`src/rtl/nopseq_pkg.sv`:
```
package nopseq_pkg;
  typedef enum logic [2:0] {
    ST_PRE   = 3'd0,
    ST_VHI   = 3'd1,
    ST_VLO   = 3'd2,
    ST_FETCH = 3'd3,
    ST_EXEC  = 3'd4
  } seq_state_t;
endpackage

```
`src/rtl/nopseq_ctrl.sv`:
```
module nopseq_ctrl
  import nopseq_pkg::*;
#(
  parameter int EXEC_CYCLES = 1
) (
  input  logic       clk,
  input  logic       rst_n,
  input  logic       halt_n,
  output seq_state_t state
);
  localparam int CW = $clog2(EXEC_CYCLES + 1) + 1;
  localparam logic [CW-1:0] LAST = CW'(EXEC_CYCLES - 1);

  logic [CW-1:0] cnt_q;

  always_ff @(posedge clk or negedge rst_n) begin
    if (!rst_n) begin
      state <= ST_PRE;
      cnt_q <= '0;
    end else if (halt_n) begin
      case (state)
        ST_PRE:   state <= ST_VHI;
        ST_VHI:   state <= ST_VLO;
        ST_VLO:   state <= ST_FETCH;
        ST_FETCH: begin
          state <= ST_EXEC;
          cnt_q <= '0;
        end
        ST_EXEC: begin
          if (cnt_q == LAST) begin
            state <= ST_FETCH;
            cnt_q <= '0;
          end else begin
            cnt_q <= cnt_q + 1'b1;
          end
        end
        default:  state <= ST_PRE;
      endcase
    end
  end

  // the low vector byte is read right after the high byte
  p_vec_order_r2: assert property (@(posedge clk) disable iff (!rst_n)
    (state == ST_VHI && halt_n) |=> (state == ST_VLO));

  // the first opcode fetch follows the low vector read
  p_first_fetch_r3: assert property (@(posedge clk) disable iff (!rst_n)
    (state == ST_VLO && halt_n) |=> (state == ST_FETCH));
endmodule

```
`src/rtl/nopseq_pc.sv`:
```
module nopseq_pc
  import nopseq_pkg::*;
#(
  parameter int DATA_W = 8
) (
  input  logic                clk,
  input  logic                rst_n,
  input  logic                halt_n,
  input  seq_state_t          state,
  input  logic [DATA_W-1:0]   rd_data,
  output logic [2*DATA_W-1:0] pc
);
  logic [DATA_W-1:0] hi_q;

  always_ff @(posedge clk or negedge rst_n) begin
    if (!rst_n) begin
      hi_q <= '0;
      pc   <= '0;
    end else if (halt_n) begin
      case (state)
        ST_VHI:   hi_q <= rd_data;
        ST_VLO:   pc   <= {hi_q, rd_data};
        ST_FETCH: pc   <= pc + 1'b1;
        default:  ;
      endcase
    end
  end

  // the increment wraps the counter to zero
  p_wrap_r5: assert property (@(posedge clk) disable iff (!rst_n)
    (state == ST_FETCH && halt_n && pc == '1) |=> (pc == '0));
endmodule

```
`src/rtl/nopseq_decode.sv`:
```
module nopseq_decode
  import nopseq_pkg::*;
#(
  parameter int          DATA_W = 8,
  parameter logic [7:0]  NOP_OP = 8'h12
) (
  input  logic              clk,
  input  logic              rst_n,
  input  logic              halt_n,
  input  seq_state_t        state,
  input  logic [DATA_W-1:0] rd_data,
  output logic              illegal_op
);
  localparam logic [DATA_W-1:0] NOP_CODE = DATA_W'(NOP_OP);

  always_ff @(posedge clk or negedge rst_n) begin
    if (!rst_n) begin
      illegal_op <= 1'b0;
    end else if (halt_n && state == ST_FETCH && rd_data != NOP_CODE) begin
      illegal_op <= 1'b1;
    end
  end

  // the flag never clears without reset
  p_sticky_r7: assert property (@(posedge clk) disable iff (!rst_n)
    illegal_op |=> illegal_op);

  // the no-operation code never raises the flag
  p_nop_clean_r6: assert property (@(posedge clk) disable iff (!rst_n)
    (state == ST_FETCH && rd_data == NOP_CODE && !illegal_op) |=> !illegal_op);
endmodule

```
`src/rtl/reset_vec_nop_seq.sv`:
```
module reset_vec_nop_seq
  import nopseq_pkg::*;
#(
  parameter int         DATA_W      = 8,
  parameter int         EXEC_CYCLES = 1,
  parameter logic [7:0] NOP_OP      = 8'h12
) (
  input  logic                clk,
  input  logic                rst_n,
  input  logic                halt_n,
  input  logic [DATA_W-1:0]   rd_data,
  output logic [2*DATA_W-1:0] addr,
  output logic                rd_stb,
  output logic                illegal_op
);
  localparam int ADDR_W = 2 * DATA_W;
  localparam logic [ADDR_W-1:0] VEC_LO_ADDR = '1;
  localparam logic [ADDR_W-1:0] VEC_HI_ADDR = VEC_LO_ADDR - 1'b1;

  seq_state_t        state;
  logic [ADDR_W-1:0] pc;
  logic              is_fetch;

  nopseq_ctrl #(.EXEC_CYCLES(EXEC_CYCLES)) u_ctrl (
    .clk(clk), .rst_n(rst_n), .halt_n(halt_n), .state(state)
  );

  nopseq_pc #(.DATA_W(DATA_W)) u_pc (
    .clk(clk), .rst_n(rst_n), .halt_n(halt_n), .state(state),
    .rd_data(rd_data), .pc(pc)
  );

  nopseq_decode #(.DATA_W(DATA_W), .NOP_OP(NOP_OP)) u_dec (
    .clk(clk), .rst_n(rst_n), .halt_n(halt_n), .state(state),
    .rd_data(rd_data), .illegal_op(illegal_op)
  );

  always_comb begin
    case (state)
      ST_PRE, ST_VHI: addr = VEC_HI_ADDR;
      ST_VLO:         addr = VEC_LO_ADDR;
      default:        addr = pc;
    endcase
  end

  assign is_fetch = (state == ST_FETCH);
  assign rd_stb   = halt_n && (state == ST_VHI || state == ST_VLO || is_fetch);

  // no read cycles while reset is held
  p_quiet_reset_r1: assert property (@(posedge clk)
    !rst_n |-> (!rd_stb && !illegal_op));

  // an opcode fetch strobe lasts one clock and the address then advances
  p_fetch_pulse_r4: assert property (@(posedge clk) disable iff (!rst_n)
    (is_fetch && rd_stb) |=> !rd_stb);

  p_fetch_step_r4: assert property (@(posedge clk) disable iff (!rst_n)
    (is_fetch && rd_stb) |=> (addr == $past(addr) + 1'b1));

  // halt suppresses the strobe and freezes the address
  p_halt_quiet_r8: assert property (@(posedge clk) disable iff (!rst_n)
    !halt_n |-> !rd_stb);

  p_halt_hold_r8: assert property (@(posedge clk) disable iff (!rst_n)
    !halt_n |=> $stable(addr));
endmodule

```
`config.mk`:
```
export PLATFORM = sky130hd
export DESIGN_NAME = reset_vec_nop_seq
export DESIGN_NICKNAME = d
export VERILOG_FILES = /design/src/rtl/nopseq_pkg.sv /design/src/rtl/nopseq_ctrl.sv /design/src/rtl/nopseq_pc.sv /design/src/rtl/nopseq_decode.sv /design/src/rtl/reset_vec_nop_seq.sv
export SDC_FILE = /design/constraint.sdc
export NUM_CORES = 1
export LEC_CHECK = 0
export BUFFER_PORTS_ARGS = -buffer_cell sky130_fd_sc_hd__buf_2
export CAP_MARGIN = 30
export CORE_ASPECT_RATIO = 0.75
export CORE_UTILIZATION = 44
export CTS_CLUSTER_DIAMETER = 50
export CTS_CLUSTER_SIZE = 30
export DETAILED_ROUTE_END_ITERATION = 8
export PLACE_DENSITY = 0.63
export SYNTH_ARGS = -nofsm -noshare
export SYNTH_HDL_FRONTEND = slang
export SYNTH_HIERARCHICAL = 1
export SYNTH_SLANG_ARGS = --single-unit
export TNS_END_PERCENT = 50
```
`constraint.sdc`:
```
create_clock -name clk -period 1.9 [get_ports clk]
set_input_delay 0.57 -clock clk [delete_from_list [all_inputs] [get_ports clk]]
set_output_delay 0.57 -clock clk [all_outputs]
set_load 0.005 [all_outputs]
```
Yosys cells after proc, flatten, opt, wreduce, memory -nomap -nowiden
Cells that the tools add are included.
{"block": "word_totals", "in_bits": 11, "wordCells": 33, "register_bits": 30, "out_inout_bits": 18}
{"block": "classes", "mux": 6, "add_sub_neg": 2, "n_eq_ne": 6, "n_reduce_logical": 14}
{"operator": "16-bit case mux with 2 select lines", "n": 2}
{"operator": "16-bit by 1-bit adder with 16-bit output (second input constant)", "n": 1}
{"operator": "3-bit case mux with 5 select lines", "n": 1}
{"operator": "8-bit by 5-bit inequality test with 1-bit output (second input constant)", "n": 1}
{"operator": "2-bit AND reduction", "n": 4}
{"operator": "3-bit by 2-bit equality test with 1-bit output (second input constant)", "n": 2}
{"operator": "2-bit case mux with 2 select lines", "n": 1}
{"operator": "2-bit nonzero test", "n": 2}
{"operator": "3-bit by 1-bit equality test with 1-bit output (second input constant)", "n": 1}
{"operator": "3-bit equality test (second input constant)", "n": 1}
{"operator": "1-bit logical AND", "n": 3}
{"operator": "3-bit logical NOT", "n": 1}
{"operator": "3-bit 2-to-1 mux", "n": 1}
{"operator": "2-bit by 1-bit adder with 2-bit output (second input constant)", "n": 1}
{"operator": "2-bit logical NOT", "n": 1}
{"operator": "1-bit logical OR", "n": 2}
{"operator": "2-bit 2-to-1 mux", "n": 1}
{"operator": "2-bit by 1-bit inequality test with 1-bit output (second input constant)", "n": 1}
{"operator": "2-bit OR reduction", "n": 1}

Logic depth before layout (Yosys ltp)
{"block": "logic_depth", "ltp_word": 4, "mapped_depth": 6, "depth_no_buf": 5}

Hierarchy
Netlist, hierarchy kept.
{"module": "nopseq_pc", "seq_area_each_um2": 600.6, "area_each_um2": 1337.5, "cells_each": 140, "instances": 1}
{"module": "nopseq_ctrl", "seq_area_each_um2": 125.1, "area_each_um2": 297.8, "cells_each": 30, "instances": 1}
{"module": "reset_vec_nop_seq", "seq_area_each_um2": 0.0, "area_each_um2": 137.6, "cells_each": 21, "instances": 1}
{"module": "nopseq_decode", "seq_area_each_um2": 25.0, "area_each_um2": 75.1, "cells_each": 6, "instances": 1}

Worst setup path after synthesis
No wires, ideal clock.
{"block": "synth_timing", "path_type": "reg2out", "from": "register u_ctrl.state[1]", "to": "output port addr[12]", "required_ns": 1.330, "arrival_ns": 1.032, "n_path_buf": 1, "path_slack_ns": 0.298, "path_stages_with_launch": 4, "path_cell_list": "dfrtp_1 a21oi_2 buf_6 or2_1"}
{"block": "synth_via", "elab_chain_cells": 3}
{"item": "start: declaration", "line_no": "nopseq_ctrl.sv:9", "source": "output seq_state_t state"}
{"item": "start signal: assignment", "line_no": "nopseq_ctrl.sv:18", "source": "state <= ST_PRE;"}
{"item": "start signal: assignment", "line_no": "nopseq_ctrl.sv:22", "source": "ST_PRE: state <= ST_VHI;"}
{"item": "start signal: assignment", "line_no": "nopseq_ctrl.sv:23", "source": "ST_VHI: state <= ST_VLO;"}
{"item": "3-bit by 1-bit equality test with 1-bit output or 3-bit logical NOT (tied branches)", "line_no": "reset_vec_nop_seq.sv:39", "source": "case (state)"}
{"item": "2-bit OR reduction", "line_no": "reset_vec_nop_seq.sv:39"}
{"item": "16-bit case mux with 2 select lines (*)", "line_no": "reset_vec_nop_seq.sv:39"}
{"item": "end: declaration", "line_no": "reset_vec_nop_seq.sv:12", "source": "output logic [2*DATA_W-1:0] addr,"}
Every way passes the cells marked *; elsewhere a longest branch is shown, timed or not.

Worst setup path after layout
{"block": "layout_timing", "from": "register u_ctrl.state[0]", "to": "output port addr[2]"}
Same word-level chain as after synthesis.

==> results.md <==
- Fraction of layout cells with a size suffix above 1: between 20 and 30%
- Met2 Track Usage GR: 29.1%
- RSZ-0062 raised after global routing: yes
- Critical Path End Type: output pin
- Critical Path RT: 1.33 ns
- Status: finished, final reports clean
- Fmax: 543 MHz
- Data arrival time of the critical path: 1.27 ns
- Initial antenna violation count: 0
- DRT Wirelength: 4400 microns
- Top cell type's share of synthesized area: 40.6%
- Crit-path leading delay family: flip-flops
- CP cell instances: a21oi_2, buf_6, or2_2, buf_2
- CP Class: reg2out
- Remaining DRCs: 0
- Hold Crit Class: in2async
- I/O Buffers: 28
- First-pass GRT wire length: roughly 7400 microns
- Combinational Power Share: between 40% and 50%
- CTS buffer count: 5
- Worst setup margin: between 0.05 and 0.06 ns
- Register bit total from synthesis: 30
- Endpoints failing hold: 0
- Crit path to: addr[2]
- Ys Warns: 6
- Dpl hpwl: approximately 3100 microns
- Height of the die: 58.1 microns
- Pint: 2.07 mW
- Vias: 1,612
- Psw: 1.44 mW
- Met3 GRT Util: 5.20%
- Postcts setup bufs: 0
- Crit path launch type: flop
- Syn nets: 211
- Worst-Skew Late Latency: between 0.2 and 0.3 ns
- Dpl ws: around 0.17 ns
- Most common cell after layout, fill and taps aside: dfrtp_1
- Clock skew: roughly 0.0013 ns
- Core Rows: 20
- GPL Wtd Cong: 0.834
- Critical R2R Launch: u_ctrl/state[2]$_DFFE_PN0P_
- Slack of the worst reg-to-reg path: between 0.2 and 0.3 ns
- Cell Pwr Density: 1620 mW/mm^2
- Most frequent cells in the layout: dfrtp_1 (30), buf_2 (28), a21oi_1 (21), nand2_1 (16), or2_1 (11)
- Drt first pass iters: 4
- Starting Density: 45.9%
- GR peak layer: met1
- Pins Over Slew Limit: 0
- Top post-synthesis cells by area: dfrtp_1 (41%), a21oi_1 (5.7%), mux2_2 (4.9%)
- Final setup vio count: 0
- Nets: 244
- Final TNS setup: 0 ns
- Largest area contributor in the netlist: dfrtp_1
- CP bufs+invs: 2
- Io pins: 29
- Ys async rst share: 100%
- Netlist cell types: 46
- Sequential share of the synthesized area: 40.6%
- Clock buffer depth: 2
- Worst Tran Pin Value: 0.659 ns
- EDFF count, synth: 0
- Ys flop type: dfrtp_1
- Lkg Pwr: ~0.85 nW
- Peak VDD IR: 0.000668 V
- Routed Antenna Nets: 0
- Max-slew headroom: 56.1%
- CTS root buf: clkbuf_8
- Seq pwr share: 36.5%
- # resized after CTS: 1
- Cell Area, Synth: ~0.0018 sq mm
- Die W: 76.8 microns
- CTS H-tree depth: 2
- CP max FO: 15
- Clock Pin Slew Worst Setup and Hold Paths: ~0.060 ns
- RR Endpoint: u_pc/pc[11]$_DFFE_PN0P_
- Ant. Diodes: 0
- Vias per std cell: 5.68
- Critical Path Max Stage Delay: 0.39 ns
- Area delta synth->final: 17.5%
- Initial DRC count: 161
- Vias in the first global route: 1,384
- CP startpoint: u_ctrl/state[0]$_DFFE_PN0P_
- Worst R2R Path Depth: 5
- Final Cycle Share: between 90% and 100%
- Cell count along the critical path: 4
- Slowest-stage cell, CP: dfrtp_1
- Crit path time final: between 1.5 and 2 ns
- Clock sinks: 30
- Max-cap viol count: 0
- All-layer global routing usage: 21.9%
- Largest net degree at the start of global routing: 31
- Mean post-synth cell area: 9.38 sq um
- Sw frac: 41.0%
- Core area: around 0.004 sq mm
- Power, Total: 3.52 mW
- Finished Core Util: 53.9%
- Clock share of power: 14.1%
- Post-DR wirelength/cell: 15.5 microns
- Met1 Use GR: 35.2%
- Overflow after GRT: 0
- Mapped Cells: a little under 200
- Hold Buf Count CTS: 0
- CTS tree: yes
- Die area: 0.00447 sq mm
[registers in the layout, indices dropped and copies added (netlist names)]
register,count
u_pc/pc,16
u_ctrl/state,3
u_pc/hi_q,8
u_dec/illegal_op,1
u_ctrl/cnt_q,2
[area by class of cell]
type	instances	area (sq um)
timing repair buffer	39	246
tap	55	68.8
sequential	30	751
inverter	4	15.0
clock buffer	6	82.6
fill	395	1860
multi-input combinational	150	1010
[layer usage]
metal | part of all wire [%] | up-vias
met2 | 41 | 50
li1 | - | 796
met3 | 5.4 | 5
met1 | 53 | 761
met5 | 0 | -
met4 | 0.70 | 0
[cell families (layout without fill, tap and decap cells)]
group / Yosys count / in the layout / share of synthesized area [%]
and+or+nand+nor: 80 / 80 / 26.9
buffers and inverters: 17 / 49 / 5.08
muxes: 9 / 9 / 5.42
DFF: 30 / 30 / 40.6
AOI/OAI and AO/OA: 58 / 58 / 19.9
adders and majority gates: 3 / 3 / 2.03
[synthesized netlist by cell type (2+ instances only)]
| cell | count |
|---|---|
| ha_1 | 3 |
| and4_1 | 3 |
| o31ai_1 | 2 |
| clkbuf_1 | 3 |
| nor4b_2 | 2 |
| buf_6 | 2 |
| nand3_1 | 9 |
| nor3_1 | 2 |
| nand2b_1 | 2 |
| or2_1 | 11 |
| buf_4 | 2 |
| buf_2 | 6 |
| dfrtp_1 | 30 |
| o22ai_1 | 8 |
| nand3b_1 | 2 |
| a2bb2oi_1 | 7 |
| a31oi_1 | 2 |
| inv_1 | 4 |
| o32ai_1 | 3 |
| mux2_2 | 8 |
| nand4_1 | 6 |
| a21oi_1 | 21 |
| or2_2 | 6 |
| o21ai_0 | 8 |
| nand2_1 | 16 |
| and3b_1 | 2 |
| nor2_1 | 8 |
[worst min-delay path by stage]
stage / to / slack, ns / depth (start not counted)
2_1_floorplan: u_ctrl/cnt_q[0]$_DFFE_PN0P_ / 0.27 / 0
3_3_place_gp: u_dec/illegal_op$_DFFE_PN0P_ / 0.45 / 1
3_5_place_dp: u_dec/illegal_op$_DFFE_PN0P_ / 0.46 / 1
4_1_cts: u_pc/pc[11]$_DFFE_PN0P_ / 0.35 / 1
5_1_grt: u_pc/pc[12]$_DFFE_PN0P_ / 0.39 / 1
6_report: u_pc/pc[12]$_DFFE_PN0P_ / 0.32 / 1
[power by group through the flow]
stage	Clock (mW)	Sequential [mW]	Combinational (mW)
finish	0.496	1.28	1.74
detailed placement	0	1.28	1.71
global route	0.551	1.33	1.95
floorplan	0	1.19	1.22
global placement	0	1.28	1.69
CTS	0.510	1.28	1.72
[per-stage QoR]
step,cells,hold slack (ns),cell area (sq um)
floorplan,197,0.274,1850
global placement,278,0.446,2070
detailed placement,278,0.461,2070
CTS,284,0.355,2160
global route,284,0.388,2170
finish,284,0.324,2170
No activity file was read; power rests on OpenSTA's default activity.
